===== src/rtl/dbell_pkg.sv =====
// Shared field layout for the doorbell hub.
// Assumes 32-bit register words; the bit positions are the contract with software.
package dbell_pkg;
    localparam int WORD_W = 32;
    localparam int ID_W   = 14;
    localparam int NUM_W  = 16;

    typedef logic [WORD_W-1:0] word_t;
    typedef logic [ID_W-1:0]   core_id_t;
    typedef logic [NUM_W-1:0]  irq_num_t;

    // Control word: bit31 acknowledge, bit30 generate, [29:16] target, [15:0] number
    typedef struct packed {
        logic     ack;
        logic     gen;
        core_id_t dst;
        irq_num_t num;
    } ctrl_t;

    // Status word: bit31 reserved, bit30 pending, [29:16] sender, [15:0] number
    typedef struct packed {
        logic     rsvd;
        logic     pend;
        core_id_t src;
        irq_num_t num;
    } stat_t;
endpackage


===== src/rtl/dbell_decode.sv =====
// Write decoder: turns one bus write into per-core control enables, acknowledge
// strobes and at most one generate strobe toward a destination slot.
// Assumes ADDR_W-1 bits are enough to index NUM_CORES cores.
module dbell_decode
    import dbell_pkg::*;
#(
    parameter int NUM_CORES = 4,
    parameter int ADDR_W    = 8
) (
    input  logic                 wr,
    input  logic [ADDR_W-1:0]    addr,
    input  word_t                wdata,
    output logic [NUM_CORES-1:0] ctrl_we,
    output logic [NUM_CORES-1:0] ack_vec,
    output logic [NUM_CORES-1:0] gen_vec,
    output core_id_t             src_id,
    output irq_num_t             num
);
    localparam int SEL_W = ADDR_W - 1;
    localparam logic [SEL_W-1:0] SEL_LIMIT = SEL_W'(NUM_CORES);
    localparam core_id_t         DST_LIMIT = ID_W'(NUM_CORES);

    logic [SEL_W-1:0] sel;
    ctrl_t            cw;
    logic             hit;
    logic             dst_ok;

    assign sel    = addr[ADDR_W-1:1];
    assign cw     = ctrl_t'(wdata);
    assign hit    = wr && !addr[0] && (sel < SEL_LIMIT);
    assign dst_ok = cw.dst < DST_LIMIT;
    assign src_id = ID_W'(sel);
    assign num    = cw.num;

    // Fan the single write out to the owning slot and the named destination.
    always_comb begin
        for (int i = 0; i < NUM_CORES; i++) begin
            ctrl_we[i] = hit && (sel == SEL_W'(i));
            ack_vec[i] = ctrl_we[i] && cw.ack;
            gen_vec[i] = hit && cw.gen && dst_ok && (cw.dst == ID_W'(i));
        end
    end
endmodule


===== src/rtl/dbell_slot.sv =====
// Per-core slot: the core's control word plus the single pending request aimed
// at it. Acknowledge is applied before generate within one cycle.
// Assumes gen and ack arrive already decoded for this core.
module dbell_slot
    import dbell_pkg::*;
(
    input  logic     clk,
    input  logic     rst_n,
    input  logic     ctrl_we,
    input  word_t    wdata,
    input  logic     ack,
    input  logic     gen,
    input  core_id_t src_id,
    input  irq_num_t num,
    output word_t    ctrl_word,
    output word_t    stat_word,
    output logic     irq
);
    word_t ctrl_q;
    stat_t stat_q;
    stat_t stat_d;

    // Hold the last control word written by the owning core.
    always_ff @(posedge clk) begin
        if (!rst_n)       ctrl_q <= '0;
        else if (ctrl_we) ctrl_q <= wdata;
    end

    // Next request state: clear on acknowledge, then latch if now idle.
    always_comb begin
        stat_d = stat_q;
        if (ack) stat_d = '0;
        if (gen && !stat_d.pend) begin
            stat_d.pend = 1'b1;
            stat_d.src  = src_id;
            stat_d.num  = num;
        end
    end

    // Register the request state.
    always_ff @(posedge clk) begin
        if (!rst_n) stat_q <= '0;
        else        stat_q <= stat_d;
    end

    assign ctrl_word = ctrl_q;
    assign stat_word = word_t'(stat_q);
    assign irq       = stat_q.pend;

    assert_ack_clears_R4: assert property (@(posedge clk) disable iff (!rst_n)
        (ack && !gen) |=> (!irq && stat_word == '0));

    assert_latch_fields_R3: assert property (@(posedge clk) disable iff (!rst_n)
        (gen && (ack || !irq)) |=> (irq && stat_q.src == $past(src_id) && stat_q.num == $past(num)));

    assert_busy_refused_R5: assert property (@(posedge clk) disable iff (!rst_n)
        (gen && !ack && irq) |=> $stable(stat_word));

    assert_same_cycle_R7: assert property (@(posedge clk) disable iff (!rst_n)
        (gen && ack) |=> irq);

    assert_quiet_R9: assert property (@(posedge clk) disable iff (!rst_n)
        (!gen && !ack) |=> $stable(stat_word));
endmodule


===== src/rtl/dbell_readmux.sv =====
// Combinational read port over all control and status words.
// Assumes addresses whose core index is out of range read as zero.
module dbell_readmux
    import dbell_pkg::*;
#(
    parameter int NUM_CORES = 4,
    parameter int ADDR_W    = 8
) (
    input  logic [ADDR_W-1:0] addr,
    input  word_t             ctrl_arr [NUM_CORES],
    input  word_t             stat_arr [NUM_CORES],
    output word_t             rdata
);
    localparam int SEL_W = ADDR_W - 1;

    logic [SEL_W-1:0] sel;
    assign sel = addr[ADDR_W-1:1];

    // Select the addressed word, zero when no core matches.
    always_comb begin
        rdata = '0;
        for (int i = 0; i < NUM_CORES; i++) begin
            if (sel == SEL_W'(i)) rdata = addr[0] ? stat_arr[i] : ctrl_arr[i];
        end
    end
endmodule


===== src/rtl/doorbell_hub.sv =====
// Inter-processor doorbell hub: per-core control/status words and one private
// interrupt line per core. Assumes one bus write per cycle and a synchronous
// active-low reset.
module doorbell_hub
    import dbell_pkg::*;
#(
    parameter int NUM_CORES = 4,
    parameter int ADDR_W    = 8
) (
    input  logic                 clk,
    input  logic                 rst_n,
    input  logic                 bus_wr,
    input  logic [ADDR_W-1:0]    bus_addr,
    input  logic [31:0]          bus_wdata,
    output logic [31:0]          bus_rdata,
    output logic [NUM_CORES-1:0] core_irq
);
    localparam int SEL_W = ADDR_W - 1;

    logic [NUM_CORES-1:0] ctrl_we;
    logic [NUM_CORES-1:0] ack_vec;
    logic [NUM_CORES-1:0] gen_vec;
    core_id_t             src_id;
    irq_num_t             num;
    word_t                ctrl_arr [NUM_CORES];
    word_t                stat_arr [NUM_CORES];

    dbell_decode #(.NUM_CORES(NUM_CORES), .ADDR_W(ADDR_W)) u_decode (
        .wr      (bus_wr),
        .addr    (bus_addr),
        .wdata   (bus_wdata),
        .ctrl_we (ctrl_we),
        .ack_vec (ack_vec),
        .gen_vec (gen_vec),
        .src_id  (src_id),
        .num     (num)
    );

    for (genvar g = 0; g < NUM_CORES; g++) begin : g_slot
        dbell_slot u_slot (
            .clk       (clk),
            .rst_n     (rst_n),
            .ctrl_we   (ctrl_we[g]),
            .wdata     (bus_wdata),
            .ack       (ack_vec[g]),
            .gen       (gen_vec[g]),
            .src_id    (src_id),
            .num       (num),
            .ctrl_word (ctrl_arr[g]),
            .stat_word (stat_arr[g]),
            .irq       (core_irq[g])
        );
    end

    dbell_readmux #(.NUM_CORES(NUM_CORES), .ADDR_W(ADDR_W)) u_rmux (
        .addr     (bus_addr),
        .ctrl_arr (ctrl_arr),
        .stat_arr (stat_arr),
        .rdata    (bus_rdata)
    );

    // Bus-level view used only by the checks below.
    ctrl_t                chk_cw;
    logic                 chk_ctrl_wr;
    logic [NUM_CORES-1:0] chk_dst_mask;
    assign chk_cw      = ctrl_t'(bus_wdata);
    assign chk_ctrl_wr = bus_wr && !bus_addr[0] && (bus_addr[ADDR_W-1:1] < SEL_W'(NUM_CORES));
    assign chk_dst_mask = (chk_cw.dst < ID_W'(NUM_CORES)) ? (NUM_CORES'(1) << chk_cw.dst) : '0;

    assert_target_line_R2: assert property (@(posedge clk) disable iff (!rst_n)
        (chk_ctrl_wr && chk_cw.gen && !chk_cw.ack && chk_dst_mask != '0 && (core_irq & chk_dst_mask) == '0)
        |=> core_irq == ($past(core_irq) | $past(chk_dst_mask)));

    assert_bad_target_R6: assert property (@(posedge clk) disable iff (!rst_n)
        (chk_ctrl_wr && chk_cw.gen && !chk_cw.ack && chk_dst_mask == '0) |=> $stable(core_irq));

    assert_unmapped_write_R8: assert property (@(posedge clk) disable iff (!rst_n)
        (bus_wr && !chk_ctrl_wr) |=> $stable(core_irq));
endmodule


===== config.mk =====
export PLATFORM = sky130hd
export DESIGN_NAME = doorbell_hub
export DESIGN_NICKNAME = d
export VERILOG_FILES = /design/src/rtl/dbell_pkg.sv /design/src/rtl/dbell_decode.sv /design/src/rtl/dbell_slot.sv /design/src/rtl/dbell_readmux.sv /design/src/rtl/doorbell_hub.sv
export SDC_FILE = /design/constraint.sdc
export NUM_CORES = 1
export LEC_CHECK = 0
export BUFFER_PORTS_ARGS = -buffer_cell sky130_fd_sc_hd__buf_2
export CAP_MARGIN = 20
export CORE_ASPECT_RATIO = 0.5
export CORE_MARGIN = 5
export CORE_UTILIZATION = 60
export DETAILED_ROUTE_END_ITERATION = 6
export HOLD_SLACK_MARGIN = 0.08
export PLACE_DENSITY_LB_ADDON = 0.3
export SLEW_MARGIN = 15
export SYNTH_ARGS = -nofsm -noshare
export SYNTH_HDL_FRONTEND = slang
export SYNTH_SLANG_ARGS = --single-unit
export TNS_END_PERCENT = 5

===== constraint.sdc =====
create_clock -name clk -period 2.05 [get_ports clk]
set_input_delay 0.1025 -clock clk [delete_from_list [all_inputs] [get_ports clk]]
set_output_delay 0.1025 -clock clk [all_outputs]
set_load 0.05 [all_outputs]

==> results of run 1 <==
cells in the final DEF, fill, tap and decap left out, types with 4 or more instances in the layout:
| cell | n |
|---|---|
| buf_4 | 31 |
| bufinv_16 | 5 |
| nor4_4 | 4 |
| a21boi_1 | 94 |
| mux4_2 | 37 |
| a21oi_2 | 4 |
| or4_1 | 4 |
| buf_12 | 20 |
| o221ai_2 | 11 |
| o2bb2ai_1 | 71 |
| and2_1 | 20 |
| clkinv_2 | 4 |
| nor2_1 | 7 |
| o221ai_1 | 8 |
| nor2b_1 | 29 |
| or3_1 | 4 |
| dfxtp_1 | 224 |
| nand2b_1 | 4 |
| nand2_1 | 296 |
| a21boi_0 | 37 |
| dlygate4sd3_1 | 33 |
| nor4_1 | 6 |
| clkbuf_16 | 20 |
| buf_2 | 76 |
| mux2i_1 | 43 |
cell type report:
cell class,instances,share of cell area (%)
Clock inverter,10,1.55
Multi-Input combinational cell,711,42.9
Sequential cell,224,37.4
Inverter,1,0.0313
Tap cell,227,2.37
Timing Repair Buffer,160,11.2
Clock buffer,26,4.61
power groups by stage:
stage | sequential (µW) | clock, µW | combinational, µW
floorplan | 4450 | 0 | 273
detailed placement | 4450 | 0 | 480
global placement | 4450 | 0 | 473
finish | 4350 | 4220 | 535
global route | 4350 | 4440 | 568
CTS | 4350 | 4260 | 531
metrics by stage:
| stage | setup slack (ns) | hold WS [ns] |
|---|---|---|
| after global routing | -0.0218 | 0.106 |
| after detailed placement | -0.0457 | 0.387 |
| after CTS | 0.0402 | 0.0842 |
| after global placement | -0.00439 | 0.379 |
| final | 0.0354 | 0.0916 |
| after floorplan | -0.181 | 0.237 |
flip-flops by register name, indices dropped and copies added, names as in the netlist:
signal and cells:
g_slot.u_slot.ctrl_word 128, g_slot.u_slot.irq 4, g_slot.u_slot.stat_word 92
final timing paths:
check             slack (ns)                     startpoint                             end  depth (start not counted)
setup / recovery        0.04                    bus_addr[7]                    bus_rdata[5]                          6
hold / removal          0.09                          rst_n   g_slot[2].u_slot.ctrl_word[1]                          2
setup reg to reg        0.36           g_slot[2].u_slot.irq  g_slot[2].u_slot.stat_word[22]                          6
hold reg to reg         0.45  g_slot[1].u_slot.ctrl_word[8]   g_slot[1].u_slot.ctrl_word[8]                          2
per-layer routing:
layer	GRT usage, %	vias up	wire length, µm
li1	-	3801	-
met2	48.0	303	12800
met1	39.3	4075	12100
met4	7.89	0	646
met5	0	-	0
met3	4.34	59	1870
cell families (layout without fill, tap and decap cells):
| logic type | Yosys count | after routing | synth area share, % |
|---|---|---|---|
| AND/OR/NAND/NOR | 396 | 396 | 18.5 |
| AO/OA/AOI/OAI | 235 | 235 | 19.2 |
| flip-flops | 224 | 224 | 44.7 |
| buffers and inverters | 93 | 197 | 4.98 |
| multiplexers | 80 | 80 | 12.6 |
repair_timing:
item / CTS / global route
endpoints found under the setup margin: 0 / 7
hold endpoints to repair: 191 / 0
buffers inserted: 0 / 1
hold buffers: 33 / 0
==> flow_summary.ini, run 1 <==
[pwr]
clkPwrFrac_pct = 46.3
p_int_uw = 7130
irDropWorstVdd_v = 0.000659
p_seq_share_pct = 47.8
sw_frac_of_total_pct = 21.7
power.density_mw_per_mm2 = 759
power.total_uw = 9110
p_leak_uw = 0.00427
pwr-share-comb_pct = 5.9
power_switching_uw = 1980

[synthesis]
yosysSeqAreaShare_pct = 44.7
ys_ff_latch = 224
synth.cells.most_frequent = 296 x nand2_1, 224 x dfxtp_1, 94 x a21boi_1
yosysMostFrequentCell = nand2_1
synth.top_cells.by_area = dfxtp_1 45%, nand2_1 11%, mux4_2 8.3%
synth_top_area_share_pct = 44.7
async_flop_share_pct = 0
synthesis.area_mm2 = 0.0100
synth-edff-count = 0
yosysWarnings = 0
syn_area_per_cell_um2 = 9.75
syn_inst = 1028
synth_nets = 1071
synth-main-ff-cell = dfxtp_1
yosysUniqueCellTypes = 44
yosysTopAreaCell = dfxtp_1

[sta]
setup_viol = 0
setup-tns-final_ns = 0
hold_viol = 0
fmax_mhz = 496
slew_viol_final = 0
slew_headroom_pct = 67.4
tightestPinTransition_ns = 0.489
period_share_pct = 98.3
grt_setup_unrepaired = yes
fin_skew_ns = 0.0192
period_needed_ns = 2.01

[drt]
drtIter0Drc = 655
vias_per_cell = 6.06
drtPass1Iterations = 5
drc = 0
routed_wl_um = 27400
wl_per_cell_um = 20.2
ant_nets = 0
vias = 8238

[clock_network]
clockBufferDepth = 3
numClockSinks = 224
cts_resized = 0
cts-root-buf = clkbuf_16
clk_latency_ns = 0.51
cts_tree = built
numCtsBuffers = 20
htreeDepth = 1
clk_pin_slew_ns = 0.07

[cells_and_area]
area_growth_pct = 19.7
num_antenna_cells = 0
multi_input_area_mm2 = 0.00515
fin_cells = 1359
nets = 1161
finish.utilization_pct = 73.2
fill_cells = 1168
drive_gt1_share_pct = 20.8
design_area_mm2 = 0.0120
seqCellArea_mm2 = 0.00448

[placement]
postPlaceCellArea_mm2 = 0.0109
dpl.cell_count = 1289
port-buffer-count = 78
hpwl_um = 16900
globalplace.congestion = 0.857

[critical_path]
crit_family = simple AND/OR/NAND/NOR gates
arrival_ns = 1.91
crit_path_end_kind = primary output
cp_cell_sequence = buf_2, or4_4, or2_1, buf_12, o221ai_1, buf_2
path_common_cell = buf_2
required_ns = 1.95
path_buf_inv = 3
path_max_fanout = 19
crit_type = input pin to primary output
crit_path_max_incr_delay_ns = 0.62
cp-start-kind = input pin
worst_path_max_delay_cell = or4_4

[global_route]
antenna_found_initial = 0
track_usage_pct = 28.7
grt_pass1_wl_um = 44600
grt_overflow = 0
grt_max_degree = 65
grt_pass1_vias = 8394

[floorplan]
dieWidth_um = 193
die_h_um = 101
start_util_pct = 61.2
core_mm2 = 0.0164
rows = 33
die_area_mm2 = 0.0195
ios = 79

[flow_run]
cap_violations = 0

[outcome]
status = finished, final reports clean

[worst_hold_path]
hp-class = input pin to flop
(Power assumes the default switching activity.)
==> run 2: changes to the inputs <==
==> constraint.sdc (replaced) <==
create_clock -name clk -period 2.3 [get_ports clk]
set_input_delay 0.115 -clock clk [delete_from_list [all_inputs] [get_ports clk]]
set_output_delay 0.115 -clock clk [all_outputs]
set_load 0.05 [all_outputs]
==> run 2 against run 1 <==
  * Count of clock-buffer cells in the layout increased by 2
  * Worst setup slack improved by 0.13 ns
  * Power decreased by 16%
  * Hold slack improved by 0.0070 ns
  * Global-route usage about the same
  * Critical path type is now input pin to flop
  * Clock power decreased by 22%
  * Via count increased by 0.34%
  * Clock skew decreased by 0.0098 ns
  * Largest power group unchanged
  * Critical path depth increased by 2
  * Sequential share of layout area increased by 1.2 points
  * Final cell count decreased by 0.81%
  * Sequential power decreased by 11%
==> flow_summary.ini, run 2 (synthesis gave the netlist of run 1 again) <==
[outcome]
status = finished, final reports clean

[floorplan]
die_area_mm2 = 0.0195
die_h_um = 101
ios = 79
dieWidth_um = 193
core_mm2 = 0.0164
rows = 33
start_util_pct = 61.2

[critical_path]
arrival_ns = 2.55
crit_type = input pin to flop
cp_cell_sequence = dlygate4sd3_1, buf_2, or4_4, buf_4, nor4b_2, nand3_2, buf_4, o2bb2ai_1
path_max_fanout = 18
worst_path_max_delay_cell = or4_4
path_common_cell = buf_4
required_ns = 2.71
crit_path_end_kind = flop
cp-start-kind = input pin
crit_path_max_incr_delay_ns = 0.60

[global_route]
grt_overflow = 0
antenna_found_initial = 0
grt_pass1_vias = 8451
grt_max_degree = 79
grt_pass1_wl_um = 44800
track_usage_pct = 28.7

[sta]
grt_setup_unrepaired = no
hold_viol = 0
setup_slack_ns = 0.163
period_share_pct = 92.9
period_needed_ns = 2.14
slew_viol_final = 0
fin_skew_ns = 0.00934
fmax_mhz = 468
setup-tns-final_ns = 0
slew_headroom_pct = 59.7
setup_viol = 0
tightestPinTransition_ns = 0.602

[cells_and_area]
nets = 1152
final_common_cell = nand2_1
num_antenna_cells = 0
area_growth_pct = 16.1
largest_reg_flops = 128
design_area_mm2 = 0.0116
fill_cells = 1224
final_cell_mix = 296 x nand2_1, 224 x dfxtp_1, 94 x a21boi_1
drive_gt1_share_pct = 19.1

[drt]
drtIter0Drc = 757
ant_nets = 0
vias = 8266
drtPass1Iterations = 5
vias_per_cell = 6.13
drc = 0
routed_wl_um = 27800
wl_per_cell_um = 20.6

[clock_network]
post_cts_buffers = 0
cts-root-buf = clkbuf_16
cts_tree = built
clockBufferDepth = 3
numCtsBuffers = 20
htreeDepth = 1
clk_latency_ns = 0.49
clk_pin_slew_ns = 0.06
numClockSinks = 224

[pwr]
irDropWorstVdd_v = 0.000451
p_leak_uw = 0.00411
power.density_mw_per_mm2 = 657

[placement]
pre_cts_ws_ns = 0.150
hpwl_um = 17300
globalplace.congestion = 0.876
port-buffer-count = 78
postPlaceCellArea_mm2 = 0.0107

[worst_hold_path]
hp-class = input pin to flop

[flow_run]
cap_violations = 0
==> run 2: changes by cell type in the layout (fill, tap and decap cells not counted), sizes merged <==
cell / delta
bufinv: -4
clkbuf: +2
buf: -8
dlygate4sd3: -1
==> run 2: final cells by class <==
class / count / area [µm²] / area share (%)
sequential: 224 / 4480 / 38.5
tap: 227 / 284 / 2.44
clock buffer: 28 / 572 / 4.91
multi-input combinational: 711 / 5080 / 43.7
inverter: 1 / 3.75 / 0.0323
clock inverter: 6 / 58.8 / 0.505
timing repair buffer: 151 / 1150 / 9.87
==> run 2: critical path: cells and delay by family <==
family,cells,cell delay (ns)
AND/OR/NAND/NOR,3,1.11
buffers and inverters,4,1.12
AO/OA/AOI/OAI,1,0.19
==> run 2: per-stage QoR <==
stage	power, µW	utilization (%)	hold slack (ns)	std cells
floorplan	4210	-	0.250	1028
global placement	4380	65.2	0.393	1282
detailed placement	4380	65.2	0.403	1282
CTS	7650	71.0	0.0870	1348
global route	7880	71.0	0.134	1348
finish	7640	71.0	0.0986	1348
==> run 2: metal layers <==
| metal | track usage, % | vias up | part of all wire, % |
|---|---|---|---|
| li1 | - | 3777 | - |
| met1 | 39.7 | 4089 | 43 |
| met2 | 47.1 | 344 | 47 |
| met3 | 4.61 | 56 | 8.0 |
| met4 | 8.16 | 0 | 2.2 |
| met5 | 0 | - | 0 |
==> run 2: what timing repair did <==
action	in CTS	in global routing
hold endpoints to repair	190	0
hold buffers	32	0
gates resized for setup	0	1
endpoints found under the setup margin	0	1
==> run 2: final timing paths <==
path	depth (start not counted)	slack, ns	endpoint	from
worst min-delay path	4	0.1	g_slot[1].u_slot.ctrl_word[31]	bus_wr
worst max register to register	5	0.54	g_slot[2].u_slot.stat_word[20]	g_slot[2].u_slot.irq
worst max-delay path	8	0.16	g_slot[0].u_slot.stat_word[7]	bus_wdata[26]
worst min register to register	2	0.45	g_slot[1].u_slot.ctrl_word[20]	g_slot[1].u_slot.ctrl_word[20]
==> run 2: where the power goes <==
| part | switching (µW) | total [µW] | internal [µW] |
|---|---|---|---|
| sequential | 1.36 | 3880 | 3880 |
| clock | 1440 | 3300 | 1850 |
| combinational | 274 | 465 | 190 |
| total | 1720 | 7640 | 5920 |
